--- src/rtl/rxs_pkg.sv ---
package rxs_pkg;
    typedef enum logic [2:0] {
        S_IDLE,
        S_HDR,
        S_PASS,
        S_KEEP,
        S_DROP
    } rxs_state_e;
endpackage

--- src/rtl/rxs_hdr_track.sv ---
// Counts byte position inside the frame and captures the length field.
module rxs_hdr_track #(
    parameter int DATA_W  = 8,
    parameter int LEN_POS = 12
) (
    input  logic                clk,
    input  logic                rst_n,
    input  logic                in_valid,
    input  logic                in_sof,
    input  logic [DATA_W-1:0]   in_data,
    output logic                at_len_lo,
    output logic [2*DATA_W-1:0] len_val
);
    localparam int CNT_W = $clog2(LEN_POS + 3);
    localparam logic [CNT_W-1:0] POS_HI = CNT_W'(LEN_POS);
    localparam logic [CNT_W-1:0] POS_LO = CNT_W'(LEN_POS + 1);

    logic [CNT_W-1:0]  idx_q;
    logic [CNT_W-1:0]  cur_idx;
    logic [DATA_W-1:0] len_hi_q;

    assign cur_idx   = in_sof ? '0 : idx_q;
    assign at_len_lo = in_valid && (cur_idx == POS_LO);
    assign len_val   = {len_hi_q, in_data};

    always_ff @(posedge clk or negedge rst_n) begin
        if (!rst_n) begin
            idx_q    <= '0;
            len_hi_q <= '0;
        end else if (in_valid) begin
            if (in_sof)
                idx_q <= CNT_W'(1);
            else if (idx_q <= POS_LO)
                idx_q <= idx_q + CNT_W'(1);
            if (cur_idx == POS_HI)
                len_hi_q <= in_data;
        end
    end
endmodule

--- src/rtl/rxs_fsm.sv ---
// Frame state machine: decides keep/drop and end-marker placement.
module rxs_fsm
    import rxs_pkg::*;
#(
    parameter int LEN_W       = 16,
    parameter int MIN_PAYLOAD = 46
) (
    input  logic             clk,
    input  logic             rst_n,
    input  logic             strip_en,
    input  logic             in_valid,
    input  logic             in_sof,
    input  logic             in_eof,
    input  logic             at_len_lo,
    input  logic [LEN_W-1:0] len_val,
    output logic             keep,
    output logic             mark_eof
);
    localparam int REM_W = $clog2(MIN_PAYLOAD + 1);
    localparam logic [LEN_W-1:0] MIN_LEN = LEN_W'(MIN_PAYLOAD);

    rxs_state_e       state_q, state_d, cur;
    logic             en_q;
    logic [REM_W-1:0] rem_q, rem_d;
    logic             do_strip;

    assign do_strip = en_q && (len_val < MIN_LEN);
    assign cur      = in_sof ? S_HDR : state_q;

    always_ff @(posedge clk or negedge rst_n) begin
        if (!rst_n) begin
            state_q <= S_IDLE;
            rem_q   <= '0;
            en_q    <= 1'b0;
        end else begin
            state_q <= state_d;
            rem_q   <= rem_d;
            if (in_valid && in_sof)
                en_q <= strip_en;
        end
    end

    always_comb begin
        state_d  = state_q;
        rem_d    = rem_q;
        keep     = 1'b0;
        mark_eof = 1'b0;
        if (in_valid) begin
            unique case (cur)
                S_IDLE: state_d = S_IDLE;
                S_HDR: begin
                    keep    = 1'b1;
                    state_d = S_HDR;
                    if (at_len_lo) begin
                        if (!do_strip)
                            state_d = S_PASS;
                        else if (len_val == '0) begin
                            mark_eof = 1'b1;
                            state_d  = S_DROP;
                        end else begin
                            rem_d   = REM_W'(len_val);
                            state_d = S_KEEP;
                        end
                    end
                    if (in_eof)
                        state_d = S_IDLE;
                end
                S_PASS: begin
                    keep    = 1'b1;
                    state_d = in_eof ? S_IDLE : S_PASS;
                end
                S_KEEP: begin
                    keep = 1'b1;
                    if (rem_q == REM_W'(1)) begin
                        mark_eof = 1'b1;
                        state_d  = in_eof ? S_IDLE : S_DROP;
                    end else begin
                        rem_d   = rem_q - REM_W'(1);
                        state_d = in_eof ? S_IDLE : S_KEEP;
                    end
                end
                S_DROP: state_d = in_eof ? S_IDLE : S_DROP;
                default: state_d = S_IDLE;
            endcase
        end
    end
endmodule

--- src/rtl/rxs_out_stage.sv ---
// Output register: one cycle of latency, suppressed bytes leave valid low.
module rxs_out_stage #(
    parameter int DATA_W = 8
) (
    input  logic              clk,
    input  logic              rst_n,
    input  logic              in_valid,
    input  logic              in_sof,
    input  logic              in_eof,
    input  logic [DATA_W-1:0] in_data,
    input  logic              keep,
    input  logic              mark_eof,
    output logic              out_valid,
    output logic              out_sof,
    output logic              out_eof,
    output logic [DATA_W-1:0] out_data
);
    logic fwd;
    assign fwd = in_valid && keep;

    always_ff @(posedge clk or negedge rst_n) begin
        if (!rst_n) begin
            out_valid <= 1'b0;
            out_sof   <= 1'b0;
            out_eof   <= 1'b0;
            out_data  <= '0;
        end else begin
            out_valid <= fwd;
            out_sof   <= fwd && in_sof;
            out_eof   <= fwd && (in_eof || mark_eof);
            if (in_valid)
                out_data <= in_data;
        end
    end
endmodule

--- src/rtl/rxs_pad_strip.sv ---
module rxs_pad_strip #(
    parameter int DATA_W      = 8,
    parameter int LEN_POS     = 12,
    parameter int MIN_PAYLOAD = 46
) (
    input  logic              clk,
    input  logic              rst_n,
    input  logic              strip_en,
    input  logic              csum_en,
    input  logic              in_valid,
    input  logic              in_sof,
    input  logic              in_eof,
    input  logic [DATA_W-1:0] in_data,
    output logic              out_valid,
    output logic              out_sof,
    output logic              out_eof,
    output logic [DATA_W-1:0] out_data,
    output logic              cfg_err
);
    localparam int LEN_W = 2 * DATA_W;

    logic             at_len_lo;
    logic [LEN_W-1:0] len_val;
    logic             keep;
    logic             mark_eof;

    rxs_hdr_track #(.DATA_W(DATA_W), .LEN_POS(LEN_POS)) u_hdr (
        .clk       (clk),
        .rst_n     (rst_n),
        .in_valid  (in_valid),
        .in_sof    (in_sof),
        .in_data   (in_data),
        .at_len_lo (at_len_lo),
        .len_val   (len_val)
    );

    rxs_fsm #(.LEN_W(LEN_W), .MIN_PAYLOAD(MIN_PAYLOAD)) u_fsm (
        .clk       (clk),
        .rst_n     (rst_n),
        .strip_en  (strip_en),
        .in_valid  (in_valid),
        .in_sof    (in_sof),
        .in_eof    (in_eof),
        .at_len_lo (at_len_lo),
        .len_val   (len_val),
        .keep      (keep),
        .mark_eof  (mark_eof)
    );

    rxs_out_stage #(.DATA_W(DATA_W)) u_out (
        .clk       (clk),
        .rst_n     (rst_n),
        .in_valid  (in_valid),
        .in_sof    (in_sof),
        .in_eof    (in_eof),
        .in_data   (in_data),
        .keep      (keep),
        .mark_eof  (mark_eof),
        .out_valid (out_valid),
        .out_sof   (out_sof),
        .out_eof   (out_eof),
        .out_data  (out_data)
    );

    always_ff @(posedge clk or negedge rst_n) begin
        if (!rst_n)
            cfg_err <= 1'b0;
        else
            cfg_err <= strip_en && csum_en;
    end
endmodule

--- config.mk ---
export PLATFORM = sky130hd
export DESIGN_NAME = rxs_pad_strip
export DESIGN_NICKNAME = d
export VERILOG_FILES = /design/src/rtl/rxs_pkg.sv /design/src/rtl/rxs_hdr_track.sv /design/src/rtl/rxs_fsm.sv /design/src/rtl/rxs_out_stage.sv /design/src/rtl/rxs_pad_strip.sv
export SDC_FILE = /design/constraint.sdc
export NUM_CORES = 1
export LEC_CHECK = 0
export BUFFER_PORTS_ARGS = -buffer_cell sky130_fd_sc_hd__buf_4
export CORE_UTILIZATION = 52
export CTS_BUF_LIST = sky130_fd_sc_hd__clkbuf_8
export DETAILED_ROUTE_END_ITERATION = 16
export PLACE_DENSITY = 0.82
export SETUP_SLACK_MARGIN = 0.3
export SLEW_MARGIN = 30
export SYNTH_ARGS = -nofsm -noshare
export SYNTH_HDL_FRONTEND = slang
export SYNTH_SLANG_ARGS = --single-unit
--- constraint.sdc ---
create_clock -name clk -period 2.6 [get_ports clk]
set_clock_uncertainty 0.1 [all_clocks]
set_input_delay 0.52 -clock clk [delete_from_list [all_inputs] [get_ports clk]]
set_output_delay 0.52 -clock clk [all_outputs]
set_load 0.05 [all_outputs]
==> results.tsv, run 1 <==
stage	metric	value	unit
setup_path	startpoint_type	input pin	
clock_network	postCtsHoldBufs	0	
clock_network	cts_buffers	5	
sta	finalHoldViolations	0	
setup_path	required	2.72	ns
synthesis	syn_area	1770	um2
hold_path	hold_class	in -> async	
layout	fillers	242	
sta	setup_tns	0	ns
placed_design	post-dp-hpwl	2.79	mm
global_route	grt.total_usage	25.1	%
floorplan	core.rowCount	20	
floorplan	coreArea	3130	um2
synthesis	avgSynthCellArea	11.0	um2
power_and_ir_drop	ir_drop	504	uV
placed_design	place_ws	0.126	ns
sta	final_max_slew_viol_count	0	
global_route	grt_pass1_wl	6.44	mm
synthesis	async_reset_ff_share	100	%
placed_design	placed_cells	228	
route	wl_per_cell	16.3	um
route	drt-total-wl	3.85	mm
clock_network	cts.sinks	34	
synthesis	synthFlopType	dfrtp_1	
synthesis	netlist_instances	160	
floorplan	dieArea	3640	um2
synthesis	synth_edf_count	0	
power_and_ir_drop	clockPowerShare	34.1	%
job	drv_cap	0	
layout	diodes	0	
route	vias_per_cell	5.98	
power_and_ir_drop	p_leak	0.997	nW
setup_path	critPathKind	in -> reg	
setup_path	crit_path_start	in_sof	
route	drc	0	
setup_path	endpoint_kind	flip-flop	
sta	worst_slew_pin_slew	0.437	ns
floorplan	ios	27	
sta	setup_viol	0	
route	dr_total_vias	1411	
route	met1_length	1.66	mm
floorplan	die_w	60.3	um
floorplan	start_util	56.5	%
layout	area_delta_synth_final	20.9	%
power_and_ir_drop	p_per_area	679	nW/um2
sta	rsz0062_at_grt	false	
sta	post-route-period-util	83.7	%
clock_network	cts-htree-levels	2	
sta	fin_crit	2.18	ns
power_and_ir_drop	combPwrFrac	21.3	%
layout	nNetsFinal	212	
sta	fmax	460	MHz
layout	layout-drive-gt1-share	34.4	%
synthesis	ys_seq_area_share	48.1	%
sta	worst_slack	0.424	ns
clock_network	clockRootBuffer	clkbuf_8	
setup_path	r2r_start	u_hdr.idx_q[0]$_DFFE_PN0P_	
global_route	grt_pass1_vias	1434	
placed_design	port-buffer-count	26	
route	firstDrtPassIters	4	
clock_network	ctsResizeCount	0	
route	dr_wl_met2	1.91	mm
power_and_ir_drop	swShare	29.4	%
sta	maxSlewHeadroom	70.9	%
route	met3WireLength	206	um
clock_network	postCtsSetupBuffers	0	
layout	final_cell_mix	34 x dfrtp_1, 29 x buf_4, 17 x mux2_2, 16 x nor2_1	
global_route	grt_max_degree	35	
layout	fin_cells	236	
synthesis	ys_ff_latch	34	
power_and_ir_drop	p_seq_share	44.6	%
power_and_ir_drop	p_int	1.02	mW
floorplan	die_h	60.3	um
synthesis	ys_types	49	
placed_design	gp_congestion	0.846	
layout	layout_commonest_cell	dfrtp_1	
route	ant_nets	0	
route	drtIter0Drc	91	
global_route	antenna_found_initial	0	
synthesis	yosys_warnings	0	
setup_path	arrival	2.30	ns
clock_network	max-clock-path-buffers	2	
global_route	overflow	0	
power_and_ir_drop	power.switching	0.426	mW
clock_network	clkLatencyLatePin	0.29	ns
outcome	outcome	completed	
clock_network	cts_tree	done	
clock_network	clkTransAtPathRegs	0.07	ns
route	top_layer	met4	
synthesis	syn_nets	180	
setup_path	path_max_fanout	9	
[power by group through the flow]
stage               logic, mW  registers [mW]  clock network [mW]
floorplan               0.145           0.699                   0
global placement        0.287           0.652                   0
global route            0.339           0.658               0.519
finish                  0.309           0.647               0.494
detailed placement      0.301           0.656                   0
CTS                     0.302           0.646               0.503
[logic make-up after synthesis]
kind of cell / count (synthesis) / share of synthesized area, %
flip-flops: 34 / 48.1
buffers and inverters: 13 / 2.83
XOR/XNOR: 3 / 1.49
AND/OR/NAND/NOR: 51 / 17.1
adder cells (fa/ha/maj): 5 / 3.54
AO/OA/AOI/OAI: 36 / 15.6
multiplexers: 18 / 11.4
[final cells by class]
cell class              count  area (um2)  share of cell area (%)
flip-flops and latches     34         851                    39.8
clock inverters             1        30.0                    1.41
inverters                   9        33.8                    1.58
repair buffers             29         218                    10.2
multi-input cells         113         867                    40.6
well taps                  44        55.1                    2.58
clock buffers               6        82.6                    3.86
[per-stage QoR]
step                      hold slack, ns  instance area [um2]  power [mW]  utilization, %
after CTS                         0.0801                 2130        1.45            68.1
after global routing              0.0972                 2140        1.52            68.3
after floorplan                    0.124                 1770       0.845               -
after global placement             0.383                 2020       0.939            64.5
after detailed placement           0.393                 2020       0.956            64.5
final                             0.0673                 2140        1.45            68.3
[sequential cells by signal, summed over array words and instances (netlist names), 3 cells and up]
signal	cells
u_fsm.rem_q	6
u_hdr.len_hi_q	8
u_fsm.state_q	3
u_hdr.idx_q	4
u_out.out_data	8
[cells in the mapped netlist, types with 3 or more instances]
cell type / n / area (um2)
dfrtp_1: 34 / 851
mux2_2: 17 / 191
nor2_1: 16 / 60.1
inv_1: 9 / 33.8
o21ai_0: 9 / 45.0
a21oi_1: 5 / 25.0
ha_1: 5 / 62.6
nand3_1: 5 / 25.0
nand2_1: 4 / 15.0
nor4_1: 4 / 25.0
clkbuf_1: 3 / 11.3
nand4_1: 3 / 18.8
nor3_1: 3 / 15.0
[metal layers]
| layer | global-route usage, % | vias up |
|---|---|---|
| met5 | 0 | - |
| met4 | 15.9 | 0 |
| met3 | 6.71 | 10 |
| met2 | 39.9 | 50 |
| met1 | 29.9 | 697 |
| li1 | - | 654 |
[final timing paths]
check | endpoint | slack (ns) | depth (start not counted)
setup / recovery | u_fsm.rem_q[3]$_DFFE_PN0P_ | 0.42 | 6
hold / removal | u_fsm.rem_q[5]$_DFFE_PN0P_ | 0.07 | 1
setup reg to reg | u_fsm.rem_q[3]$_DFFE_PN0P_ | 0.43 | 5
hold reg to reg | u_hdr.len_hi_q[0]$_DFFE_PN0P_ | 0.41 | 1
max in group asynchronous | u_hdr.idx_q[2]$_DFFE_PN0P_ | 2.02 | 1
min in group clk | u_fsm.state_q[2]$_DFFE_PN0P_ | 0.33 | 2
[critical path: stages]
cell	delay [ns]
buf_4	0.14
nand3b_4	0.16
or3_4	0.39
or4_4	0.61
a221oi_2	0.34
a2bb2oi_2	0.15
No activity file was read; power rests on OpenSTA's default activity.
==> run 2: changes to the inputs <==
- ABC_AREA: not set -> 1
- PLACE_DENSITY: 0.82 -> 0.85
- clock period: 2.6 -> 1.9 ns (I/O delays scaled with it)
==> results.tsv, run 2 <==
stage	metric	value	unit	change
synthesis	netlist_instances	238		+49%
setup_path	arrival	1.86	ns	-0.44 ns
route	drc	0		unchanged
power_and_ir_drop	p_per_area	857	nW/um2	+26%
sta	fmax	576	MHz	
synthesis	yosys_warnings	0		unchanged
sta	worst_slew_pin_slew	0.422	ns	-0.0141 ns
synthesis	ys_ff_latch	34		unchanged
layout	area_delta_synth_final	30.7	%	
setup_path	path_max_fanout	6		-3
setup_path	startpoint_type	flip-flop		
global_route	grt_pass1_vias	1520		+6.0%
synthesis	synth_top_family_by_area	simple AND/OR/NAND/NOR gates		
synthesis	yosysTopAreaCellShare	46.2	%	-1.9 points
layout	layout-drive-gt1-share	30.5	%	-3.8 points
clock_network	cts.sinks	34		unchanged
hold_path	hold_class	in -> reg		
floorplan	ios	27		unchanged
global_route	grt_pass1_wl	6.22	mm	-3.3%
clock_network	cts_buffers	5		unchanged
synthesis	ys_types	24		-51%
route	wl_per_cell	13.7	um	-16%
layout	top_regs	u_hdr.len_hi_q (8), u_out.out_data (8), u_fsm.rem_q (6)		
global_route	antenna_found_initial	0		unchanged
synthesis	synth.most_common_cell	nand2_1		
placed_design	post-dp-hpwl	2.83	mm	+1.3%
hold_path	holdPathEnd	cfg_err$_DFF_PN0_		
sta	maxSlewHeadroom	71.8	%	+0.94 points
setup_path	r2r_cells	7		+2
layout	nNetsFinal	304		+43%
job	drv_cap	0		unchanged
global_route	grt_max_degree	35		unchanged
synthesis	synth_top_cell_by_area	dfrtp_1		
floorplan	dieArea	3780	um2	+4.0%
route	firstDrtPassIters	4		unchanged
synthesis	synth-simple-area-share	30.1	%	+13 points
synthesis	async_reset_ff_share	100	%	unchanged
clock_network	cts_tree	done		
route	dr_total_vias	1756		+24%
synthesis	muxShareOfSynthArea	0	%	-11 points
synthesis	ys_top_cells_by_area	dfrtp_1 46%, nand2_1 15%, inv_1 5.9%		
sta	worst_slack	0.165	ns	-0.259 ns
synthesis	ys_seq_area_share	46.2	%	-1.9 points
clock_network	cts-htree-levels	2		unchanged
setup_path	endpoint_kind	flip-flop		
placed_design	place_ws	0.183	ns	+0.0572 ns
placed_design	port-buffer-count	26		unchanged
synthesis	avgSynthCellArea	7.73	um2	-30%
sta	setup_viol	0		unchanged
synthesis	synth_adder_area_share	3.40	%	-0.14 points
layout	diodes	0		unchanged
power_and_ir_drop	p_leak	1.24	nW	+25%
sta	finalHoldViolations	0		unchanged
layout	layout_commonest_cell	nand2_1		
outcome	outcome	completed		
route	ant_nets	0		unchanged
sta	final_max_slew_viol_count	0		unchanged
floorplan	die_w	61.5	um	+2.0%
synthesis	synthXorXnorAreaFrac	1.43	%	-0.059 points
setup_path	reg2reg_to	u_fsm.rem_q[4]$_DFFE_PN0P_		
sta	fin_crit	1.73	ns	
hold_path	min-delay-start	csum_en		
route	vias_per_cell	5.31		-11%
floorplan	core.rowCount	21		+5.0%
synthesis	synth_commonest_cells	76 x nand2_1, 34 x dfrtp_1, 29 x inv_1		
clock_network	clkLatencyLatePin	0.29	ns	about the same
synthesis	syn_area	1840	um2	+4.1%
layout	final_cell_mix	74 x nand2_1, 41 x buf_4, 30 x dfrtp_1, 26 x inv_1		
sta	post-route-period-util	91.3	%	
power_and_ir_drop	total_power	2.06	mW	+42%
synthesis	synth_edf_count	0		unchanged
synthesis	synthFlopType	dfrtp_1		
route	drt-total-wl	4.53	mm	+18%
setup_path	required	2.02	ns	-0.70 ns
global_route	overflow	0		unchanged
clock_network	max-clock-path-buffers	2		unchanged
synthesis	syn_nets	258		+43%
route	drtIter0Drc	94		+3.3%
synthesis	synth_compound_area_share	10.7	%	-4.9 points
floorplan	start_util	54.7	%	-1.8 points
setup_path	critPathKind	reg -> reg		
power_and_ir_drop	ir_drop	584	uV	+16%
global_route	grt.total_usage	22.9	%	-2.2 points
placed_design	gp_congestion	0.793		-6.2%
setup_path	r2r_slack	0.17	ns	-0.26 ns
setup_path	r2r_start	u_fsm.rem_q[3]$_DFFE_PN0P_		
floorplan	die_h	61.5	um	+2.0%
sta	setup_tns	0	ns	unchanged
floorplan	coreArea	3360	um2	+7.5%
clock_network	clkTransAtPathRegs	0.07	ns	about the same
sta	hold_slack	0.179	ns	+0.112 ns
sta	rsz0062_at_grt	true		
clock_network	clockRootBuffer	clkbuf_8		
hold_path	whs_path_depth	3		
[run 2: cell count changes after synthesis, moves of 3 or more]
cell	change
nand2_1	+72
inv_1	+20
mux2_2	-17
nand3_1	+15
o21ai_2	+8
o21ai_0	+7
nor2_1	+4
nor4_1	-4
a21oi_1	-3
inv_2	+3
[run 2: power by group]
group	total, mW	internal (mW)	switching, mW
clock	0.652	0.386	0.267
sequential	0.878	0.803	0.0742
combinational	0.531	0.207	0.325
[run 2: worst max path at each step]
stage,from,to,slack [ns],cells after the start
2_1_floorplan,in_sof,u_hdr.len_hi_q[5]$_DFFE_PN0P_,0.36,7
3_3_place_gp,in_sof,u_fsm.rem_q[5]$_DFFE_PN0P_,0.21,9
3_5_place_dp,in_data[6],u_fsm.rem_q[4]$_DFFE_PN0P_,0.18,10
4_1_cts,u_hdr.idx_q[2]$_DFFE_PN0P_,u_hdr.len_hi_q[1]$_DFFE_PN0P_,0.31,4
5_1_grt,u_fsm.rem_q[3]$_DFFE_PN0P_,u_fsm.rem_q[1]$_DFFE_PN0P_,0.08,7
6_report,u_fsm.rem_q[3]$_DFFE_PN0P_,u_fsm.rem_q[4]$_DFFE_PN0P_,0.17,7
[run 2: kinds of logic after synthesis]
kind of cell,after synthesis
simple gates,129
fa+ha+maj,5
flops,34
buf+inv,36
compound gates,31
xor+xnor,3
[run 2: layer usage]
metal	vias to the layer above	track usage [%]	wire [um]
met4	0	9.21	84
met5	-	0	0
li1	857	-	-
met3	11	6.93	211
met2	56	40.4	2250
met1	832	25.6	1980
[run 2: final cells by class]
class / instances / area (um2)
tap: 46 / 57.6
timing repair buffer: 42 / 318
clock inverter: 3 / 40.0
multi-input combinational: 169 / 946
sequential: 34 / 856
inverter: 32 / 120
clock buffer: 5 / 68.8
fill: 242 / 957
[run 2: repair_timing]
| item | in CTS | in global routing |
|---|---|---|
| hold buffers | 1 | 0 |
| buffers inserted | 1 | 12 |
| endpoints found under the setup margin | 10 | 22 |
| gates cloned | 0 | 1 |
| pin swaps | 1 | 14 |
| gates resized for setup | 3 | 24 |
| hold endpoints to repair | 34 | 0 |
[run 2: stage by stage]
stage               std cells  cell area, um2  util (%)
detailed placement        308            2080      61.9
finish                    331            2410      71.5
floorplan                 238            1850         -
CTS                       318            2220      66.1
global route              331            2410      71.5
global placement          308            2080      61.9
[run 2: worst max-delay path: stages, from the launching register on]
cell	delay, ns
dfrtp_1	0.43
nor2_1	0.25
nand4_1	0.24
nor2_4	0.22
nor2_1	0.06
nand4_1	0.23
nand2_1	0.08
nand2_1	0.08
